File: src/rtl/tmr_pkg.sv
// Package: shared types and register addresses for the reload timer.
// Assumes a 2-bit mode field and a 2-bit register address space.
package tmr_pkg;

    typedef enum logic [1:0] {
        MODE_INT = 2'd0,
        MODE_EVT = 2'd1,
        MODE_PW  = 2'd2,
        MODE_RSV = 2'd3
    } tmr_mode_e;

    localparam logic [1:0] ADDR_MODE   = 2'd0;
    localparam logic [1:0] ADDR_CSEL   = 2'd1;
    localparam logic [1:0] ADDR_RELOAD = 2'd2;

endpackage

File: src/rtl/tmr_regs.sv
// Configuration registers: mode, clock select and reload value.
// Mode and clock-select writes are blocked while run is high, so the
// counter never sees its step source change mid-run. Reload is always
// writable and takes effect at the next load.
module tmr_regs
    import tmr_pkg::*;
#(
    parameter int CNT_W  = 16,
    parameter int CSEL_W = 4
) (
    input  logic              clk,
    input  logic              rst_n,
    input  logic              wr_en,
    input  logic [1:0]        wr_addr,
    input  logic [CNT_W-1:0]  wr_data,
    input  logic              run,
    output tmr_mode_e         mode_q,
    output logic [CSEL_W-1:0] csel_q,
    output logic [CNT_W-1:0]  reload_q
);

    // Register update on accepted writes.
    always_ff @(posedge clk) begin
        if (!rst_n) begin
            mode_q   <= MODE_INT;
            csel_q   <= '0;
            reload_q <= '0;
        end else if (wr_en) begin
            case (wr_addr)
                ADDR_MODE:   if (!run) mode_q <= tmr_mode_e'(wr_data[1:0]);
                ADDR_CSEL:   if (!run) csel_q <= wr_data[CSEL_W-1:0];
                ADDR_RELOAD: reload_q <= wr_data;
                default: ;
            endcase
        end
    end

endmodule

File: src/rtl/tmr_prescaler.sv
// Power-of-two prescaler: a free counter cleared while halted, plus a
// tap select that makes one tick every 2^csel cycles. Select values
// above STAGES are reserved and give no ticks.
module tmr_prescaler #(
    parameter int STAGES = 14,
    parameter int CSEL_W = 4
) (
    input  logic              clk,
    input  logic              rst_n,
    input  logic              run,
    input  logic [CSEL_W-1:0] csel,
    output logic              tick
);

    localparam int MASK_W = 32;

    logic [STAGES-1:0] pcnt;
    logic [MASK_W-1:0] mask_wide;
    logic [STAGES-1:0] mask;
    logic              sel_ok;

    // Prescale counter: zero while halted, counts while running.
    always_ff @(posedge clk) begin
        if (!rst_n || !run) pcnt <= '0;
        else                pcnt <= pcnt + 1'b1;
    end

    // Tap decode: low csel bits all ones marks a tick.
    always_comb begin
        mask_wide = (MASK_W'(1) << csel) - MASK_W'(1);
        mask      = mask_wide[STAGES-1:0];
        sel_ok    = (32'(csel) <= STAGES);
        tick      = run && sel_ok && ((pcnt & mask) == mask);
    end

endmodule

File: src/rtl/tmr_sync_edge.sv
// Synchronizer for the asynchronous external input, followed by a
// rising-edge detector. Gives the synchronized level and a one-cycle
// pulse per rising edge.
module tmr_sync_edge #(
    parameter int SYNC_STAGES = 2
) (
    input  logic clk,
    input  logic rst_n,
    input  logic din,
    output logic level,
    output logic rise
);

    logic [SYNC_STAGES:0] shreg;

    // Shift chain: SYNC_STAGES flops plus one history flop.
    always_ff @(posedge clk) begin
        if (!rst_n) shreg <= '0;
        else        shreg <= {shreg[SYNC_STAGES-1:0], din};
    end

    // Level and edge outputs.
    always_comb begin
        level = shreg[SYNC_STAGES-1];
        rise  = shreg[SYNC_STAGES-1] & ~shreg[SYNC_STAGES];
    end

endmodule

File: src/rtl/tmr_count_core.sv
// Counter core. Loads on the run rising edge. In the down modes it
// decrements, and on the step after zero it reloads with a one-cycle
// underflow pulse that also flips the serial clock. In pulse-width mode
// it counts up while the level is high and saturates. Mode 3 holds.
module tmr_count_core
    import tmr_pkg::*;
#(
    parameter int CNT_W = 16
) (
    input  logic             clk,
    input  logic             rst_n,
    input  logic             run,
    input  tmr_mode_e        mode,
    input  logic [CNT_W-1:0] reload,
    input  logic             tick,
    input  logic             ev_rise,
    input  logic             ev_level,
    output logic [CNT_W-1:0] cnt,
    output logic             uf,
    output logic             sclk
);

    logic run_q;
    logic start;
    logic down_step;
    logic up_step;

    // Step sources chosen by mode.
    always_comb begin
        start     = run && !run_q;
        down_step = 1'b0;
        up_step   = 1'b0;
        case (mode)
            MODE_INT: down_step = tick;
            MODE_EVT: down_step = ev_rise;
            MODE_PW:  up_step   = tick && ev_level;
            default:  ;
        endcase
    end

    // Counter, underflow pulse and serial clock state.
    always_ff @(posedge clk) begin
        if (!rst_n) begin
            run_q <= 1'b0;
            cnt   <= '0;
            uf    <= 1'b0;
            sclk  <= 1'b0;
        end else begin
            run_q <= run;
            uf    <= 1'b0;
            if (start) begin
                cnt <= (mode == MODE_PW) ? '0 : reload;
            end else if (run && down_step) begin
                if (cnt == '0) begin
                    cnt  <= reload;
                    uf   <= 1'b1;
                    sclk <= ~sclk;
                end else begin
                    cnt <= cnt - 1'b1;
                end
            end else if (run && up_step && (cnt != '1)) begin
                cnt <= cnt + 1'b1;
            end
        end
    end

endmodule

File: src/rtl/mm_reload_timer.sv
// Top of the multi-mode reload timer. Wires the register block, the
// prescaler, the input synchronizer and the counter core together.
// Assumes ext_in is asynchronous and the register port is synchronous.
module mm_reload_timer
    import tmr_pkg::*;
#(
    parameter int CNT_W       = 16,
    parameter int PSC_STAGES  = 14,
    parameter int CSEL_W      = 4,
    parameter int SYNC_STAGES = 2
) (
    input  logic             clk,
    input  logic             rst_n,
    input  logic             reg_wr,
    input  logic [1:0]       reg_addr,
    input  logic [CNT_W-1:0] reg_wdata,
    input  logic             run,
    input  logic             ext_in,
    output logic [CNT_W-1:0] count_val,
    output logic             uf_pulse,
    output logic             sclk_out
);

    tmr_mode_e         mode_q;
    logic [CSEL_W-1:0] csel_q;
    logic [CNT_W-1:0]  reload_q;
    logic              tick;
    logic              ev_level;
    logic              ev_rise;

    tmr_regs #(.CNT_W(CNT_W), .CSEL_W(CSEL_W)) u_regs (
        .clk      (clk),
        .rst_n    (rst_n),
        .wr_en    (reg_wr),
        .wr_addr  (reg_addr),
        .wr_data  (reg_wdata),
        .run      (run),
        .mode_q   (mode_q),
        .csel_q   (csel_q),
        .reload_q (reload_q)
    );

    tmr_prescaler #(.STAGES(PSC_STAGES), .CSEL_W(CSEL_W)) u_psc (
        .clk   (clk),
        .rst_n (rst_n),
        .run   (run),
        .csel  (csel_q),
        .tick  (tick)
    );

    tmr_sync_edge #(.SYNC_STAGES(SYNC_STAGES)) u_sync (
        .clk   (clk),
        .rst_n (rst_n),
        .din   (ext_in),
        .level (ev_level),
        .rise  (ev_rise)
    );

    tmr_count_core #(.CNT_W(CNT_W)) u_core (
        .clk      (clk),
        .rst_n    (rst_n),
        .run      (run),
        .mode     (mode_q),
        .reload   (reload_q),
        .tick     (tick),
        .ev_rise  (ev_rise),
        .ev_level (ev_level),
        .cnt      (count_val),
        .uf       (uf_pulse),
        .sclk     (sclk_out)
    );

endmodule

File: config.mk
export PLATFORM = sky130hd
export DESIGN_NAME = mm_reload_timer
export DESIGN_NICKNAME = d
export VERILOG_FILES = /design/src/rtl/tmr_pkg.sv /design/src/rtl/tmr_regs.sv /design/src/rtl/tmr_prescaler.sv /design/src/rtl/tmr_sync_edge.sv /design/src/rtl/tmr_count_core.sv /design/src/rtl/mm_reload_timer.sv
export SDC_FILE = /design/constraint.sdc
export NUM_CORES = 1
export LEC_CHECK = 0
export BUFFER_PORTS_ARGS = -buffer_cell sky130_fd_sc_hd__buf_4
export CAP_MARGIN = 20
export CORE_MARGIN = 2
export CORE_UTILIZATION = 59
export DETAILED_ROUTE_END_ITERATION = 12
export HOLD_SLACK_MARGIN = 0.05
export PLACE_DENSITY = 0.82
export SLEW_MARGIN = 20
export SYNTH_ARGS = -nofsm -noshare
export SYNTH_HDL_FRONTEND = slang
export SYNTH_SLANG_ARGS = --single-unit
File: constraint.sdc
create_clock -name clk -period 3.5 [get_ports clk]
set_input_delay 0.175 -clock clk [delete_from_list [all_inputs] [get_ports clk]]
set_output_delay 0.175 -clock clk [all_outputs]
set_load 0.02 [all_outputs]
==> impl_metrics.yaml, run 1 <==
sta:
  layout_setup_ws_ps: 332
  slew_violations: 0
  relSlewSlack: 0.398
  hold_violations: 0
  finalSetupViolations: 0
  fmax_mhz: 316
  min_period_over_period: 0.905
  fin_crit_ps: 3170
  tightest_slew_ps: 896
  rsz0062_at_grt: "false"
  timing.setup.tns_ps: 0
  fin_worst_skew_ps: 4.33
  whs_ps: 84.6
synthesis:
  synth_top_flop_cell: "dfxtp_1"
  syn_avg_cell_area_sq_um: 7.68
  ys_ff_latch: 58
  synth.distinct_cells: 57
  yosysSeqAreaShare: 0.329
  postSynthCellCount: 459
  synth_edf_count: 0
  syn_nets: 487
  ys_warn_count: 0
  netlist_area_sq_um: 3530
  async_reset_ff_frac: 0
layout:
  diodes: 0
  fillerInstances: 504
  final_cell_mix: "71 x nand2_1, 58 x dfxtp_1, 48 x buf_4, 38 x o21ai_0, 26 x nor2_1"
  syn_to_final_growth_pct: 14.8
  drive_gt1_frac: 0.150
  ff_latch_area_sq_um: 1160
  fin_nets: 511
  mostFrequentLayoutCell: "nand2_1"
  finalNonFillerCells: 563
  multiInputGateArea_sq_um: 2160
critical_path:
  crit_type: "flip-flop to flip-flop"
  crit_path_start: "u_regs.csel_q[2]"
  worstPathArrival_ps: 3460
  end_kind: "flip-flop"
  cp.required_ps: 3790
  cp-start-kind: "flip-flop"
  r2r-start: "u_regs.csel_q[2]"
  critPathMaxFanout: 18
cts:
  clk_path_buf_depth: 2
  clk_transition_reported_paths_ps: 70
  clk_latency_ps: 340
  clock-sinks: 58
  cts_tree: "built"
  htree_levels: 3
  cts_buffers: 9
  cts_root_buf: "clkbuf_8"
placement:
  dpl.hpwl_um: 6050
  place_ws_ps: 343
  placed_cells: 546
  place.gp.congestion: 0.987
  io_buffers: 40
global_route:
  grt_first_pass_wirelength_um: 14200
  grt_usage: 0.280
  antenna_found_initial: 0
  grt_pass1_vias: 3101
  grt_overflow: 0
  grt_max_degree: 46
die:
  pin_count: 41
  num_rows: 28
  dieArea_sq_um: 6610
  coreArea_sq_um: 5850
  die_w_um: 81.3
  start_util: 0.603
  die_h_um: 81.3
power:
  switchingPower_mw: 0.605
  leakagePower_nw: 1.52
  power_mw: 1.93
  netSwitchingFraction: 0.314
  internal_power_mw: 1.32
  pwr-share-comb: 0.246
  power.density_nw_per_um2: 476
  sequentialPowerShare: 0.395
  peakVddDrop_mv: 0.276
  clock_power_share: 0.359
hold_path:
  worstHoldStart: "reg_wdata[14]"
  hp-class: "primary input to flip-flop"
drt:
  drcViolationCount: 0
  drt_iter0_drc: 199
  antenna_left: 0
  drt_wl_total_um: 8720
  routed_via_density: 5.89
  wire_per_inst_um: 15.5
  vias: 3317
  drt_pass1_iterations: 4
job:
  drv_cap: 0
status:
  outcome: "completed"
## per-stage QoR
stage / instance area, sq um / utilization
5_1_grt: 4050 / 0.692
3_3_place_gp: 3820 / 0.653
2_1_floorplan: 3530 / -
6_report: 4050 / 0.692
4_1_cts: 4050 / 0.692
3_5_place_dp: 3820 / 0.653
## synth_stat cells (2+ instances only)
cell	instances	area share
a22oi_1	6	0.013
and2_1	4	0.0071
a21oi_1	23	0.033
o21ai_0	38	0.054
ha_1	5	0.018
buf_6	2	0.0064
nand3_1	15	0.021
clkbuf_1	24	0.026
a31oi_1	9	0.016
nand4_1	7	0.012
buf_2	9	0.013
dfxtp_1	58	0.33
or4_1	2	0.0043
nor3_1	11	0.016
o211ai_1	3	0.0064
nor4_1	5	0.0089
nand2_1	71	0.076
nor3b_1	4	0.0085
xnor2_1	12	0.030
o21ai_1	3	0.0043
or3_1	5	0.0089
nor2b_1	8	0.014
inv_1	11	0.012
nor4b_1	5	0.012
nand2b_1	6	0.011
xor2_1	20	0.050
a21boi_0	20	0.043
nor2_1	26	0.028
nand3b_1	3	0.0064
and3_1	5	0.0089
mux2i_1	13	0.037
## area by class of cell
class                           count  share of cell area
Clock buffer                       11              0.0349
Clock inverter                      5              0.0192
Inverter                           11              0.0102
Multi-Input combinational cell    354               0.534
Sequential cell                    58               0.287
Tap cell                           75              0.0232
Timing Repair Buffer               49              0.0915
## layer usage
| layer | vias to the layer above | global-route usage | share of wire |
|---|---|---|---|
| met1 | 1553 | 0.335 | 0.43 |
| met5 | - | 0 | 0 |
| li1 | 1651 | - | - |
| met4 | 0 | 0.119 | 0.018 |
| met3 | 15 | 0.0578 | 0.053 |
| met2 | 98 | 0.483 | 0.50 |
## flip-flops by register name, indices dropped and copies added (netlist names)
register	count
u_sync.shreg	3
u_psc.pcnt	14
u_core.uf	1
u_regs.mode_q	2
u_regs.reload_q	16
u_core.sclk	1
u_regs.csel_q	4
u_core.run_q	1
u_core.cnt	16
## final timing paths
check | slack (ps) | depth (start not counted) | to
setup reg to reg | 330 | 12 | u_core.cnt[2]
setup / recovery | 330 | 12 | u_core.cnt[2]
hold reg to reg | 440 | 1 | u_sync.shreg[1]
hold / removal | 80 | 3 | u_regs.reload_q[14]
## cell families (layout without fill, tap and decap cells)
| logic type | after synthesis | after routing | synth area share |
|---|---|---|---|
| multiplexers | 14 | 14 | 0.0401 |
| flip-flops | 58 | 58 | 0.329 |
| adder cells (fa/ha/maj) | 5 | 5 | 0.0177 |
| XOR/XNOR | 32 | 32 | 0.0795 |
| AO/OA/AOI/OAI | 115 | 115 | 0.203 |
| AND/OR/NAND/NOR | 188 | 188 | 0.273 |
| buffers and inverters | 47 | 76 | 0.0578 |
## power by group through the flow
stage	Sequential [mW]	Combinational [mW]	Clock (mW)
global placement	0.772	0.450	0
detailed placement	0.773	0.465	0
CTS	0.759	0.471	0.697
finish	0.761	0.474	0.693
floorplan	0.763	0.344	0
global route	0.768	0.521	0.731
## critical path, stage by stage, from the launching register on
cell,delay (ps)
dfxtp_1,400
nor3_1,260
nand2b_1,90
ha_1,300
nand2b_1,100
a21boi_0,80
or4_4,530
nor4_4,350
a22oi_2,130
buf_4,230
nor4_1,280
a41o_1,160
o221a_2,190
## repair_timing
item                                   4_1_cts  5_1_grt
resized for setup                            0        1
setup endpoints to repair                    0        1
hold buffers                                 1        0
setup buffers                                0        0
endpoints found under the hold margin        1        0
(Power assumes the default switching activity.)
==> inputs of run 2 (changes only) <==
- PLACE_DENSITY: 0.82 -> 0.81
- SETUP_SLACK_MARGIN: default -> 0.5
- SYNTH_HIERARCHICAL: default -> 1
==> run 2 against run 1 <==
  * Combinational power hardly changed
  * Via count is 10% higher
  * Critical path type unchanged
  * Die area is 2.0% higher
  * First-iteration DRC count grew to 2.7 times the previous value
  * Non-clock buffer count is 13 higher
  * Clock power is 5.1% lower
==> impl_metrics.yaml, run 2 <==
sta:
  min_period_over_period: 0.895
  relSlewSlack: 0.398
  rsz0062_at_grt: "true"
  fin_crit_ps: 3130
  hold_violations: 0
  fmax_mhz: 319
  finalSetupViolations: 0
  fin_worst_skew_ps: 6.23
  slew_violations: 0
  timing.setup.tns_ps: 0
  tightest_slew_ps: 890
cts:
  clk_transition_reported_paths_ps: 70
  cts_tree: "built"
  cts_buffers: 9
  clk_latency_ps: 340
  clk_path_buf_depth: 2
  cts_root_buf: "clkbuf_8"
  htree_levels: 3
  clock-sinks: 58
critical_path:
  critPathMaxFanout: 8
  crit_type: "flip-flop to flip-flop"
  r2r-start: "u_regs/csel_q[1]"
  end_kind: "flip-flop"
  crit_path_start: "u_regs/csel_q[1]"
  cp.required_ps: 3710
  worstPathArrival_ps: 3340
  cp-start-kind: "flip-flop"
job:
  drv_cap: 0
synthesis:
  synth.top_cell.area_share: 0.322
  postSynthCellCount: 426
  synthSimpleGateAreaFrac: 0.286
  ys_warn_count: 6
  synth_xor_area_frac: 0.0535
  synth.most_common_cell: "nand2_1"
  netlist_area_sq_um: 3600
  synth_top_area_cell: "dfxtp_1"
  synth_commonest_cells: "62 x nand2_1, 58 x dfxtp_1, 35 x nor2_1, 24 x mux2i_1, 23 x o21ai_0"
  synth_top_family_by_area: "simple AND/OR/NAND/NOR gates"
  synth.distinct_cells: 73
  ys_ff_latch: 58
  syn_avg_cell_area_sq_um: 8.45
  synth_edf_count: 0
  synth-compound-area-share: 0.180
  syn_nets: 454
  async_reset_ff_frac: 0
  synthTopCellsByArea: "dfxtp_1 32%, mux2i_1 6.7%, nand2_1 6.5%"
  yosysSeqAreaShare: 0.322
  synth_top_flop_cell: "dfxtp_1"
  synth_mux_area_frac: 0.0698
  synth_adder_area_share: 0.0174
layout:
  final_cell_mix: "57 x nand2_1, 55 x buf_4, 54 x dfxtp_1, 34 x nor2_1, 24 x mux2i_1"
  drive_gt1_frac: 0.292
  syn_to_final_growth_pct: 23.0
  fin_nets: 503
  reg.largest.list: "u_core/cnt (16), u_regs/reload_q (16), u_psc/pcnt (14)"
  diodes: 0
  mostFrequentLayoutCell: "nand2_1"
global_route:
  grt_overflow: 0
  antenna_found_initial: 0
  grt_first_pass_wirelength_um: 15300
  grt_pass1_vias: 3113
  grt_usage: 0.298
  grt_max_degree: 60
die:
  die_w_um: 82.1
  coreArea_sq_um: 5920
  dieArea_sq_um: 6740
  pin_count: 41
  start_util: 0.608
  num_rows: 28
  die_h_um: 82.1
power:
  power_mw: 1.86
  clock_power_share: 0.353
  power.density_nw_per_um2: 420
  peakVddDrop_mv: 0.306
  internal_power_mw: 1.26
  sequentialPowerShare: 0.393
  pwr-share-comb: 0.254
  leakagePower_nw: 1.65
  netSwitchingFraction: 0.323
  switchingPower_mw: 0.601
hold_path:
  worstHoldStart: "reg_wdata[11]"
  hp-class: "primary input to flip-flop"
placement:
  dpl.hpwl_um: 6410
  io_buffers: 40
  place.gp.congestion: 0.953
status:
  outcome: "completed"
drt:
  antenna_left: 0
  routed_via_density: 6.59
  drcViolationCount: 0
  drt_wl_total_um: 10200
  vias: 3657
  wire_per_inst_um: 18.3
  drt_pass1_iterations: 7
  drt_iter0_drc: 538
[run 2: worst max-delay path, cell delays in order, from the launching register on]
cell,delay [ps]
dfxtp_4,350
nor3_4,210
nand2b_1,130
ha_4,200
or4b_1,460
o22ai_1,120
a31oi_1,70
nor2_2,100
nor4_2,50
mux2_4,340
and2_4,200
a221o_1,320
a222oi_1,300
o22ai_1,130
[run 2: cells by family after synthesis]
kind of cell | count (synthesis)
AND/OR/NAND/NOR | 191
AO/OA/AOI/OAI | 92
flip-flops | 58
buffers and inverters | 33
multiplexers | 25
XOR/XNOR | 22
adder cells (fa/ha/maj) | 5
[run 2: final cells by class]
class	count	area, sq um
Multi-Input combinational cell	336	2430
Fill cell	399	1490
Sequential cell	58	1170
Timing Repair Buffer	62	490
Clock buffer	12	165
Tap cell	75	93.8
Clock inverter	4	48.8
Inverter	8	30.0
[run 2: path summary, 6_finish.rpt]
path / slack [ps] / endpoint / cells after the start
worst max-delay path: 370 / u_core/cnt[3] / 13
worst min-delay path: 90 / u_regs/reload_q[11] / 3
worst max register to register: 370 / u_core/cnt[3] / 13
worst min register to register: 440 / u_sync/shreg[1] / 1
[run 2: power groups by stage]
stage	clock (mW)	combinational [mW]	sequential [mW]
final	0.658	0.473	0.732
after floorplan	0	0.287	0.741
after global routing	0.690	0.499	0.734
after CTS	0.667	0.400	0.727
after detailed placement	0	0.376	0.744
after global placement	0	0.369	0.743
[run 2: repair_timing]
item	in CTS	in global routing
setup buffers	10	5
hold buffers	1	0
endpoints found under the hold margin	1	0
endpoints found under the setup margin	16	17
cloned	1	1
gates resized for setup	15	44
pin swaps	7	19
[run 2: routing by layer]
layer  vias up  track usage  routed length [um]
met3        48       0.0522                1100
met2       257        0.431                4410
met4         0        0.120                 339
li1       1651            -                   -
met5         -            0                   0
met1      1701        0.437                4310
[run 2: per-stage QoR]
| stage | hold WS, ps | utilization | setup slack (ps) | cell area, sq um | cells |
|---|---|---|---|---|---|
| 2_1_floorplan | 297 | - | 386 | 3640 | 426 |
| 3_3_place_gp | 378 | 0.648 | 353 | 3830 | 521 |
| 3_5_place_dp | 382 | 0.648 | 212 | 3830 | 521 |
| 4_1_cts | 77.9 | 0.710 | 442 | 4210 | 549 |
| 5_1_grt | 98.3 | 0.748 | 199 | 4430 | 555 |
| 6_report | 88.2 | 0.748 | 368 | 4430 | 555 |
==> inputs of run 3 (changes only) <==
- PLACE_DENSITY: 0.81 -> 0.8
==> run 3 against run 2 <==
  * Count of clock-buffer cells in the layout is the same
  * Flip-flop and latch count unchanged
  * First-iteration DRC count is 10% higher
  * Final cell count unchanged
  * Register-to-register slack got worse by 130 ps
  * Final area decreased by 2.9%
  * Fmax down 4.1%
  * Clock skew hardly changed
  * Critical endpoint unchanged
  * Largest cell class unchanged
  * Highest routed layer unchanged
==> impl_metrics.yaml, run 3 (synthesis gave the netlist of run 2 again) <==
layout:
  reg.largest.list: "u_core/cnt (16), u_regs/reload_q (16), u_psc/pcnt (14)"
  fin_nets: 503
  syn_to_final_growth_pct: 19.4
  utilization: 0.726
  final_cell_mix: "60 x buf_4, 58 x nand2_1, 55 x dfxtp_1, 34 x nor2_1, 24 x mux2i_1"
  diodes: 0
  drive_gt1_frac: 0.258
  mostFrequentLayoutCell: "buf_4"
  fillerInstances: 426
drt:
  vias: 3654
  antenna_left: 0
  drt_wl_total_um: 10000
  routed_via_density: 6.58
  drt_iter0_drc: 593
  drt_pass1_iterations: 6
  wire_per_inst_um: 18.1
  drcViolationCount: 0
sta:
  layout_setup_ws_ps: 234
  slew_violations: 0
  timing.setup.tns_ps: 0
  min_period_over_period: 0.933
  rsz0062_at_grt: "true"
  fmax_mhz: 306
  fin_worst_skew_ps: 6.33
  fin_crit_ps: 3270
  finalSetupViolations: 0
  tightest_slew_ps: 929
  hold_violations: 0
  relSlewSlack: 0.381
die:
  start_util: 0.608
  pin_count: 41
  die_w_um: 82.1
  coreArea_sq_um: 5920
  num_rows: 28
  die_h_um: 82.1
  dieArea_sq_um: 6740
cts:
  clock-sinks: 58
  htree_levels: 3
  cts_buffers: 9
  clk_transition_reported_paths_ps: 70
  clk_latency_ps: 340
  cts_root_buf: "clkbuf_8"
  cts_tree: "built"
  clk_path_buf_depth: 2
critical_path:
  worstPathArrival_ps: 3470
  crit_slowest_cell: "or4b_4"
  crit_family: "simple AND/OR/NAND/NOR gates"
  cp.required_ps: 3700
  end_kind: "flip-flop"
  crit_type: "flip-flop to flip-flop"
  crit_chain: "nor3_4 > nand2b_1 > ha_4 > or4b_4 > o22ai_2 > a31oi_2 > nor2_2 > nor4_2 > mux2_4 > and2_4 > a221o_1 > a222oi_1 > o22ai_1"
  slowest_delay_ps: 470
  cp.buffers_inverters: 0
  critPathMaxFanout: 7
  cp-start-kind: "flip-flop"
power:
  netSwitchingFraction: 0.319
  switchingPower_mw: 0.580
  clock_power_share: 0.354
  sequentialPowerShare: 0.403
  peakVddDrop_mv: 0.331
  internal_power_mw: 1.24
  power.density_nw_per_um2: 422
  leakagePower_nw: 1.61
  pwr-share-comb: 0.243
  power_mw: 1.82
placement:
  place_ws_ps: 269
  io_buffers: 40
  place.gp.congestion: 0.911
  dpl.hpwl_um: 6340
global_route:
  use_met3: 0.0707
  grt_pass1_vias: 3090
  busiest_layer: "met2"
  grt_first_pass_wirelength_um: 15200
  use_met1: 0.422
  grt_usage: 0.293
  antenna_found_initial: 0
  grt_max_degree: 60
  grt_overflow: 0
  use_met2: 0.423
job:
  drv_cap: 0
status:
  outcome: "completed"
hold_path:
  hp-class: "primary input to flip-flop"
[run 3: cell count changes in the layout (fill, tap and decap cells not counted), moves of 2 or more]
cell | previous run | this run
a21oi_1 | 13 | 17
a21oi_2 | 6 | 2
a221oi_1 | 0 | 3
a221oi_2 | 6 | 4
buf_4 | 55 | 60
buf_6 | 6 | 2
clkinvlp_4 | 0 | 2
nand2_4 | 2 | 0
nor2_4 | 2 | 0
o21ai_0 | 18 | 21
o21ai_2 | 2 | 0
o221ai_1 | 2 | 5
o221ai_2 | 3 | 0
[run 3: area by class of cell]
type / count / area [sq um] / share of cell area
clock buffers: 12 / 155 / 0.0361
clock inverters: 4 / 50.0 / 0.0116
inverters: 8 / 30.0 / 0.00698
multi-input cells: 335 / 2320 / 0.539
flip-flops and latches: 58 / 1170 / 0.272
well taps: 75 / 93.8 / 0.0218
repair buffers: 63 / 483 / 0.112
[run 3: power by group through the flow]
stage	combinational, mW	sequential, mW	clock, mW
2_1_floorplan	0.287	0.741	0
3_3_place_gp	0.366	0.743	0
3_5_place_dp	0.370	0.744	0
4_1_cts	0.391	0.728	0.650
5_1_grt	0.472	0.734	0.682
6_report	0.442	0.731	0.643
[run 3: final timing paths]
check / depth (start not counted) / end / from / slack [ps]
max: 13 / u_core/cnt[3] / u_regs/csel_q[3] / 230
min reg2reg: 1 / u_sync/shreg[1] / u_sync/shreg[0] / 450
min: 3 / u_regs/reload_q[9] / reg_wdata[9] / 80
max reg2reg: 13 / u_core/cnt[3] / u_regs/csel_q[3] / 230
[run 3: per-stage QoR]
step | cell area, sq um | hold slack [ps] | instances
detailed placement | 3830 | 391 | 521
global route | 4300 | 83.3 | 555
global placement | 3830 | 377 | 521
CTS | 4150 | 78.9 | 546
floorplan | 3640 | 297 | 426
finish | 4300 | 81.4 | 555
[run 3: timing repair]
action | in CTS | in global routing
buffers inserted | 8 | 9
setup endpoints to repair | 16 | 16
hold buffers | 1 | 0
gates resized for setup | 11 | 20
endpoints found under the hold margin | 1 | 0
gates cloned | 0 | 0
pin swaps | 6 | 12
[run 3: worst reg2reg max path, stage by stage, from the launching register on]
cell	delay (ps)
dfxtp_4	360
nor3_4	210
nand2b_1	140
ha_4	200
or4b_4	470
o22ai_2	110
a31oi_2	60
nor2_2	140
nor4_2	50
mux2_4	340
and2_4	190
a221o_1	320
a222oi_1	370
o22ai_1	150
[run 3: layer usage]
layer	wire length, um	vias up
met1	4220	1659
li1	-	1648
met4	335	0
met3	1250	54
met2	4210	293
met5	0	-
